**src/rtl/gpio_irq_pkg.sv**
```systemverilog
package gpio_irq_pkg;
   localparam int BUS_W  = 32;
   localparam int ADDR_W = 5;

   localparam logic [ADDR_W-1:0] OFS_DIR   = 5'h00;
   localparam logic [ADDR_W-1:0] OFS_DATA  = 5'h08;
   localparam logic [ADDR_W-1:0] OFS_EVT   = 5'h0C;
   localparam logic [ADDR_W-1:0] OFS_MASK  = 5'h10;
   localparam logic [ADDR_W-1:0] OFS_CTL_A = 5'h14;
   localparam logic [ADDR_W-1:0] OFS_CTL_B = 5'h18;

   typedef enum logic {
      EDGE_CTL_1B = 1'b0,
      EDGE_CTL_2B = 1'b1
   } edge_ctl_e;

   typedef enum logic [1:0] {
      SEL_BOTH = 2'd0,
      SEL_RISE = 2'd1,
      SEL_FALL = 2'd2,
      SEL_NONE = 2'd3
   } edge_sel_e;
endpackage

```
**src/rtl/gpio_in_sync.sv**
```systemverilog
// Multi-stage pad synchronizer followed by a one-flop edge detector.
module gpio_in_sync #(
   parameter int NPINS  = 32,
   parameter int STAGES = 2
) (
   input  logic             clk,
   input  logic             rst_n,
   input  logic [NPINS-1:0] pad_i,
   output logic [NPINS-1:0] lvl_o,
   output logic [NPINS-1:0] rise_o,
   output logic [NPINS-1:0] fall_o
);
   logic [STAGES-1:0][NPINS-1:0] chain_q;
   logic [NPINS-1:0]             prev_q;

   always_ff @(posedge clk or negedge rst_n) begin
      if (!rst_n) begin
         chain_q <= '0;
         prev_q  <= '0;
      end else begin
         chain_q[0] <= pad_i;
         for (int s = 1; s < STAGES; s++) chain_q[s] <= chain_q[s-1];
         prev_q <= chain_q[STAGES-1];
      end
   end

   assign lvl_o  = chain_q[STAGES-1];
   assign rise_o = chain_q[STAGES-1] & ~prev_q;
   assign fall_o = ~chain_q[STAGES-1] & prev_q;
endmodule

```
**src/rtl/gpio_edge_sel.sv**
```systemverilog
// Turns raw edges into per-bit event set pulses according to the control words.
module gpio_edge_sel
   import gpio_irq_pkg::*;
#(
   parameter int        NPINS = 32,
   parameter edge_ctl_e MODE  = EDGE_CTL_1B
) (
   input  logic [NPINS-1:0] rise_i,
   input  logic [NPINS-1:0] fall_i,
   input  logic [BUS_W-1:0] ctl_a_i,
   input  logic [BUS_W-1:0] ctl_b_i,
   output logic [NPINS-1:0] set_o
);
   localparam int HALF = NPINS / 2;

   if (MODE == EDGE_CTL_1B) begin : g_one_bit
      logic unused_ctl_b;
      assign unused_ctl_b = ^ctl_b_i;
      for (genvar b = 0; b < NPINS; b++) begin : g_bit
         assign set_o[b] = ctl_a_i[b] ? fall_i[b] : (rise_i[b] | fall_i[b]);
      end
   end else begin : g_two_bit
      for (genvar b = 0; b < NPINS; b++) begin : g_bit
         logic [1:0] fld;
         if (b >= HALF) begin : g_hi
            assign fld = ctl_a_i[2*(b-HALF) +: 2];
         end else begin : g_lo
            assign fld = ctl_b_i[2*b +: 2];
         end
         assign set_o[b] = ((fld == SEL_BOTH) & (rise_i[b] | fall_i[b]))
                         | ((fld == SEL_RISE) & rise_i[b])
                         | ((fld == SEL_FALL) & fall_i[b]);
      end
   end
endmodule

```
**src/rtl/gpio_event_bank.sv**
```systemverilog
// Event latches with write-one-to-clear and the combined masked interrupt.
module gpio_event_bank #(
   parameter int NPINS = 32
) (
   input  logic             clk,
   input  logic             rst_n,
   input  logic [NPINS-1:0] set_i,
   input  logic [NPINS-1:0] clr_i,
   input  logic [NPINS-1:0] mask_i,
   output logic [NPINS-1:0] evt_o,
   output logic             irq_o
);
   logic [NPINS-1:0] evt_q;

   always_ff @(posedge clk or negedge rst_n) begin
      if (!rst_n) evt_q <= '0;
      else        evt_q <= (evt_q & ~clr_i) | set_i;
   end

   assign evt_o = evt_q;
   assign irq_o = |(evt_q & mask_i);


   evt_w1c_only_chk: assert property (@(posedge clk) disable iff (!rst_n)
      (|($past(evt_q) & ~evt_q & ~$past(clr_i))) == 1'b0);


   set_wins_chk: assert property (@(posedge clk) disable iff (!rst_n)
      (|($past(set_i) & ~evt_q)) == 1'b0);
endmodule

```
**src/rtl/irq_gpio_port.sv**
```systemverilog
// Memory-mapped GPIO port with per-pin direction, edge events and one interrupt.
module irq_gpio_port
   import gpio_irq_pkg::*;
#(
   parameter int        NPINS       = 32,
   parameter int        SYNC_STAGES = 2,
   parameter edge_ctl_e EDGE_MODE   = EDGE_CTL_1B,
   parameter int        INONLY_PINS = 4
) (
   input  logic              clk,
   input  logic              rst_n,
   input  logic [ADDR_W-1:0] bus_addr,
   input  logic              bus_we,
   input  logic [BUS_W-1:0]  bus_wdata,
   output logic [BUS_W-1:0]  bus_rdata,
   input  logic [NPINS-1:0]  pad_i,
   output logic [NPINS-1:0]  pad_o,
   output logic [NPINS-1:0]  pad_oe,
   output logic              irq_o
);
   localparam logic [NPINS-1:0] INONLY_MASK =
      NPINS'((64'd1 << INONLY_PINS) - 64'd1);
   localparam logic [NPINS-1:0] DIR_WMASK =
      (EDGE_MODE == EDGE_CTL_2B) ? ~INONLY_MASK : {NPINS{1'b1}};

   if (NPINS < 2 || NPINS > BUS_W || (NPINS % 2) != 0)
      $error("NPINS must be even and between 2 and %0d", BUS_W);
   if (SYNC_STAGES < 2)
      $error("SYNC_STAGES must be at least 2");
   if (INONLY_PINS < 0 || INONLY_PINS > NPINS)
      $error("INONLY_PINS out of range");

   logic [NPINS-1:0] dir_q, out_q, mask_q;
   logic [BUS_W-1:0] ctl_a_q, ctl_b_q;
   logic [NPINS-1:0] lvl_v, rise_v, fall_v, set_v, evt_v, clr_v;
   logic             wr_dir, wr_data, wr_evt, wr_mask, wr_ctl_a;
   logic [BUS_W-1:0] rd_word;

   assign wr_dir   = bus_we && (bus_addr == OFS_DIR);
   assign wr_data  = bus_we && (bus_addr == OFS_DATA);
   assign wr_evt   = bus_we && (bus_addr == OFS_EVT);
   assign wr_mask  = bus_we && (bus_addr == OFS_MASK);
   assign wr_ctl_a = bus_we && (bus_addr == OFS_CTL_A);
   assign clr_v    = wr_evt ? bus_wdata[NPINS-1:0] : '0;

   always_ff @(posedge clk or negedge rst_n) begin
      if (!rst_n) begin
         dir_q   <= '0;
         out_q   <= '0;
         mask_q  <= '0;
         ctl_a_q <= '0;
      end else begin
         if (wr_dir)   dir_q   <= bus_wdata[NPINS-1:0] & DIR_WMASK;
         if (wr_data)  out_q   <= bus_wdata[NPINS-1:0];
         if (wr_mask)  mask_q  <= bus_wdata[NPINS-1:0];
         if (wr_ctl_a) ctl_a_q <= bus_wdata;
      end
   end

   if (EDGE_MODE == EDGE_CTL_2B) begin : g_ctl_b
      logic wr_ctl_b;
      assign wr_ctl_b = bus_we && (bus_addr == OFS_CTL_B);
      always_ff @(posedge clk or negedge rst_n) begin
         if (!rst_n)        ctl_b_q <= '0;
         else if (wr_ctl_b) ctl_b_q <= bus_wdata;
      end

      inonly_dir_chk: assert property (@(posedge clk) disable iff (!rst_n)
         (dir_q & INONLY_MASK) == '0);
   end else begin : g_no_ctl_b
      assign ctl_b_q = '0;

      fall_only_chk: assert property (@(posedge clk) disable iff (!rst_n)
         (|(set_v & ctl_a_q[NPINS-1:0] & ~fall_v)) == 1'b0);
   end

   gpio_in_sync #(.NPINS(NPINS), .STAGES(SYNC_STAGES)) u_sync (
      .clk    (clk),
      .rst_n  (rst_n),
      .pad_i  (pad_i),
      .lvl_o  (lvl_v),
      .rise_o (rise_v),
      .fall_o (fall_v)
   );

   gpio_edge_sel #(.NPINS(NPINS), .MODE(EDGE_MODE)) u_edge (
      .rise_i  (rise_v),
      .fall_i  (fall_v),
      .ctl_a_i (ctl_a_q),
      .ctl_b_i (ctl_b_q),
      .set_o   (set_v)
   );

   gpio_event_bank #(.NPINS(NPINS)) u_evt (
      .clk    (clk),
      .rst_n  (rst_n),
      .set_i  (set_v),
      .clr_i  (clr_v),
      .mask_i (mask_q),
      .evt_o  (evt_v),
      .irq_o  (irq_o)
   );

   always_comb begin
      rd_word = '0;
      case (bus_addr)
         OFS_DIR:   rd_word[NPINS-1:0] = dir_q;
         OFS_DATA:  rd_word[NPINS-1:0] = (out_q & dir_q) | (lvl_v & ~dir_q);
         OFS_EVT:   rd_word[NPINS-1:0] = evt_v;
         OFS_MASK:  rd_word[NPINS-1:0] = mask_q;
         OFS_CTL_A: rd_word = ctl_a_q;
         OFS_CTL_B: rd_word = ctl_b_q;
         default:   rd_word = '0;
      endcase
   end

   assign bus_rdata = rd_word;
   assign pad_o     = out_q;
   assign pad_oe    = dir_q;


   dir_hold_chk: assert property (@(posedge clk) disable iff (!rst_n)
      $past(!wr_dir) |-> $stable(dir_q));
endmodule

```
**config.mk**
```make
export PLATFORM = sky130hd
export DESIGN_NAME = irq_gpio_port
export DESIGN_NICKNAME = d
export VERILOG_FILES = /design/src/rtl/gpio_irq_pkg.sv /design/src/rtl/gpio_in_sync.sv /design/src/rtl/gpio_edge_sel.sv /design/src/rtl/gpio_event_bank.sv /design/src/rtl/irq_gpio_port.sv
export SDC_FILE = /design/constraint.sdc
export NUM_CORES = 1
export LEC_CHECK = 0
export BUFFER_PORTS_ARGS = -buffer_cell sky130_fd_sc_hd__buf_2
export CAP_MARGIN = 5
export CORE_ASPECT_RATIO = 1.25
export CORE_MARGIN = 10
export CORE_UTILIZATION = 50
export DETAILED_ROUTE_END_ITERATION = 7
export PLACE_DENSITY = 0.72
export SYNTH_ARGS = -nofsm -noshare
export SYNTH_HDL_FRONTEND = slang
export SYNTH_SLANG_ARGS = --single-unit
export TNS_END_PERCENT = 1
```
**constraint.sdc**
```tcl
create_clock -name clk -period 1.45 [get_ports clk]
set_input_delay 0 -clock clk [delete_from_list [all_inputs] [get_ports clk]]
set_output_delay 0 -clock clk [all_outputs]
set_load 0.02 [all_outputs]
```
==> flow_summary.yaml <==
status:
  status: "finished, violations left"
  violations: "setup timing"
setup_path:
  arrival_ns: 2.04
  startpoint_type: "flip-flop"
  required_ns: 1.45
  critical_path.max_fanout: 2
  timing_worst_setup_path_type: "reg -> out"
  end_kind: "output port"
global_routing:
  grt_pass1_wl_um: 47000
  grt_pass1_vias: 8423
  grt_max_degree: 72
  grt_usage_pct: 21.1
  antenna_found_initial: 0
  gr-total-overflow: 0
yosys:
  ys_types: 24
  avgSynthCellArea_sq_um: 13.8
  yosysSeqAreaShare_pct: 59.0
  syn_nets: 888
  syn_inst: 784
  netlist_area_sq_mm: 0.0109
  synth-seq-cells: 256
  synth_warnings: 0
place:
  numPortBuffers: 168
  place.gp.congestion: 0.826
  hpwl_um: 20000
  post_dp_cell_area_sq_mm: 0.0127
power:
  power.density_mw_per_mm2: 1320
  ir_worst_vdd_uv: 1090
  p_leak_uw: 0.00677
clock_network:
  clock_path_buffers: 3
  root_buffer: "clkbuf_16"
  htreeDepth: 1
  cts.clk_slew.worst_paths_ns: 0.06
  clk_latency_ns: 0.53
  cts_inserted_buffers: 27
  cts_tree: "built"
  clock_sinks: 256
timing:
  relSlewSlack_pct: 74.4
  finalSetupViolCount: 33
  fmax_mhz: 490
  hold_violations: 0
  fin_crit_ns: 2.04
  tightest_slew_ns: 0.384
  rsz0062_at_grt: "yes"
  fin_skew_ns: 0.00952
  layout_setup_ws_ns: -0.591
  slew_violations: 0
  setup-tns-final_ns: -7.21
  fin_crit_sh_pct: 141
floorplan:
  die_area_sq_mm: 0.0280
  die_w_um: 152
  rows: 60
  core_sq_mm: 0.0215
  initial_core_util_pct: 50.5
  io_pins: 169
  fp.dieH_um: 185
flow_run:
  drv_cap: 0
layout:
  syn2layout_area_growth_pct: 32.0
  final_nets: 1187
  layout-drive-gt1-share_pct: 40.4
  fillers: 1587
  fin_area_sq_mm: 0.0143
  post-route-util_pct: 66.7
routing:
  drc: 0
  firstDrtPassIters: 5
  routed_via_density: 5.74
  wl_per_cell_um: 21.4
  ant_nets: 0
  vias: 7938
  drt_iter0_markers: 498
  drt_wl_total_um: 29500
min_path:
  hp-class: "in -> reg"
[worst max-delay path, cell delays in order, from the launching register on]
cell     delay, ns
dfrtp_1       0.39
a22oi_2       0.20
nand4_1       0.19
or4_4         0.58
buf_6         0.15
[cells in the mapped netlist]
master | n | share of area [%]
nand3b_2 | 1 | 0.10
clkbuf_1 | 23 | 0.80
and2_1 | 1 | 0.058
a2bb2oi_1 | 32 | 2.6
nand3_1 | 34 | 1.6
nor4b_4 | 1 | 0.22
buf_1 | 1 | 0.035
nor2_1 | 33 | 1.1
nand2b_1 | 1 | 0.058
buf_2 | 20 | 0.92
inv_1 | 32 | 1.1
buf_6 | 5 | 0.52
or3_1 | 1 | 0.058
dfrtp_1 | 256 | 59
a221o_1 | 32 | 3.0
nand4_1 | 36 | 2.1
ha_1 | 32 | 3.7
o221ai_1 | 32 | 2.6
mux2_2 | 128 | 13
nand4b_1 | 1 | 0.081
mux2i_1 | 64 | 5.9
or4_1 | 1 | 0.069
a22oi_1 | 16 | 1.1
nor3_1 | 1 | 0.046
[metrics by stage]
step	setup WS [ns]	instances	total power, uW	hold slack (ns)
global placement	-0.112	1266	12100	-0.0894
finish	-0.591	1383	19000	0.0746
CTS	-0.598	1382	19100	0.0377
global route	-0.614	1382	19800	0.0791
floorplan	0.178	784	10600	-0.296
detailed placement	-0.124	1266	12200	-0.0884
[flip-flops by register name, indices dropped and copies added (netlist names)]
signal / cells
pad_oe: 32
mask_q: 32
pad_o: 32
u_sync.chain_q: 32
u_evt.evt_o: 32
u_sync.prev_q: 32
u_sync.lvl_o: 32
ctl_a_q: 32
[area by class of cell]
cell class	count	area (sq um)	share of cell area [%]
diodes	1	2.50	0.0175
clock buffers	42	802	5.60
clock inverters	7	66.3	0.463
inverters	32	120	0.838
multi-input cells	447	4180	29.2
flip-flops and latches	256	6410	44.7
well taps	279	349	2.44
repair buffers	319	2400	16.7
[cells by family after synthesis]
family | synth area share [%]
AOI/OAI and AO/OA | 9.23
adders and majority gates | 3.69
buffers and inverters | 3.38
DFF | 59.0
muxes | 19.2
and+or+nand+nor | 5.48
[power by group]
part,total (uW),internal [uW],switching (uW)
combinational,3520,1770,1750
clock,6670,3960,2710
sequential,8770,8000,776
total,19000,13700,5240
[metal layers]
metal  up-vias  wire [um]  track usage, %
met2       232      14400            34.5
met4         0        689            6.26
met3        54       1750            3.85
met1      4069      12700            27.8
met5         -          0               0
li1       3583          -               -
[final timing paths]
check                                   startpoint            endpoint  slack [ns]  cells after the start
worst max-delay path                u_evt.evt_o[1]               irq_o       -0.59                      4
worst min-delay path                        bus_we     u_evt.evt_o[12]        0.07                      4
worst max register to register     u_sync.lvl_o[3]      u_evt.evt_o[3]        0.28                      4
worst min register to register  u_sync.chain_q[23]    u_sync.lvl_o[23]        0.35                      0
max in group asynchronous                    rst_n  u_sync.chain_q[23]        0.28                      4
min in group asynchronous                    rst_n  u_sync.chain_q[18]        0.48                      3
[cells in the final DEF, fill, tap and decap left out, types with 32 or more instances in the layout]
| cell type | synthesis | routed |
|---|---|---|
| a221o_1 | 32 | 32 |
| buf_2 | 20 | 162 |
| buf_4 | 0 | 67 |
| dfrtp_1 | 256 | 255 |
| dlygate4sd3_1 | 0 | 67 |
| ha_1 | 32 | 32 |
| inv_1 | 32 | 32 |
| mux2_2 | 128 | 128 |
| mux2i_1 | 64 | 61 |
| nand3_1 | 34 | 32 |
| nand4_1 | 36 | 36 |
| nor2_1 | 33 | 33 |
[repair_timing]
| item | in CTS | in global routing |
|---|---|---|
| pin swaps | 3 | 7 |
| hold buffers | 67 | 0 |
| buffers inserted | 0 | 1 |
| gates resized for setup | 9 | 18 |
| endpoints found under the setup margin | 33 | 33 |
| hold endpoints to repair | 448 | 0 |
Power figures use the tool's default switching activity.
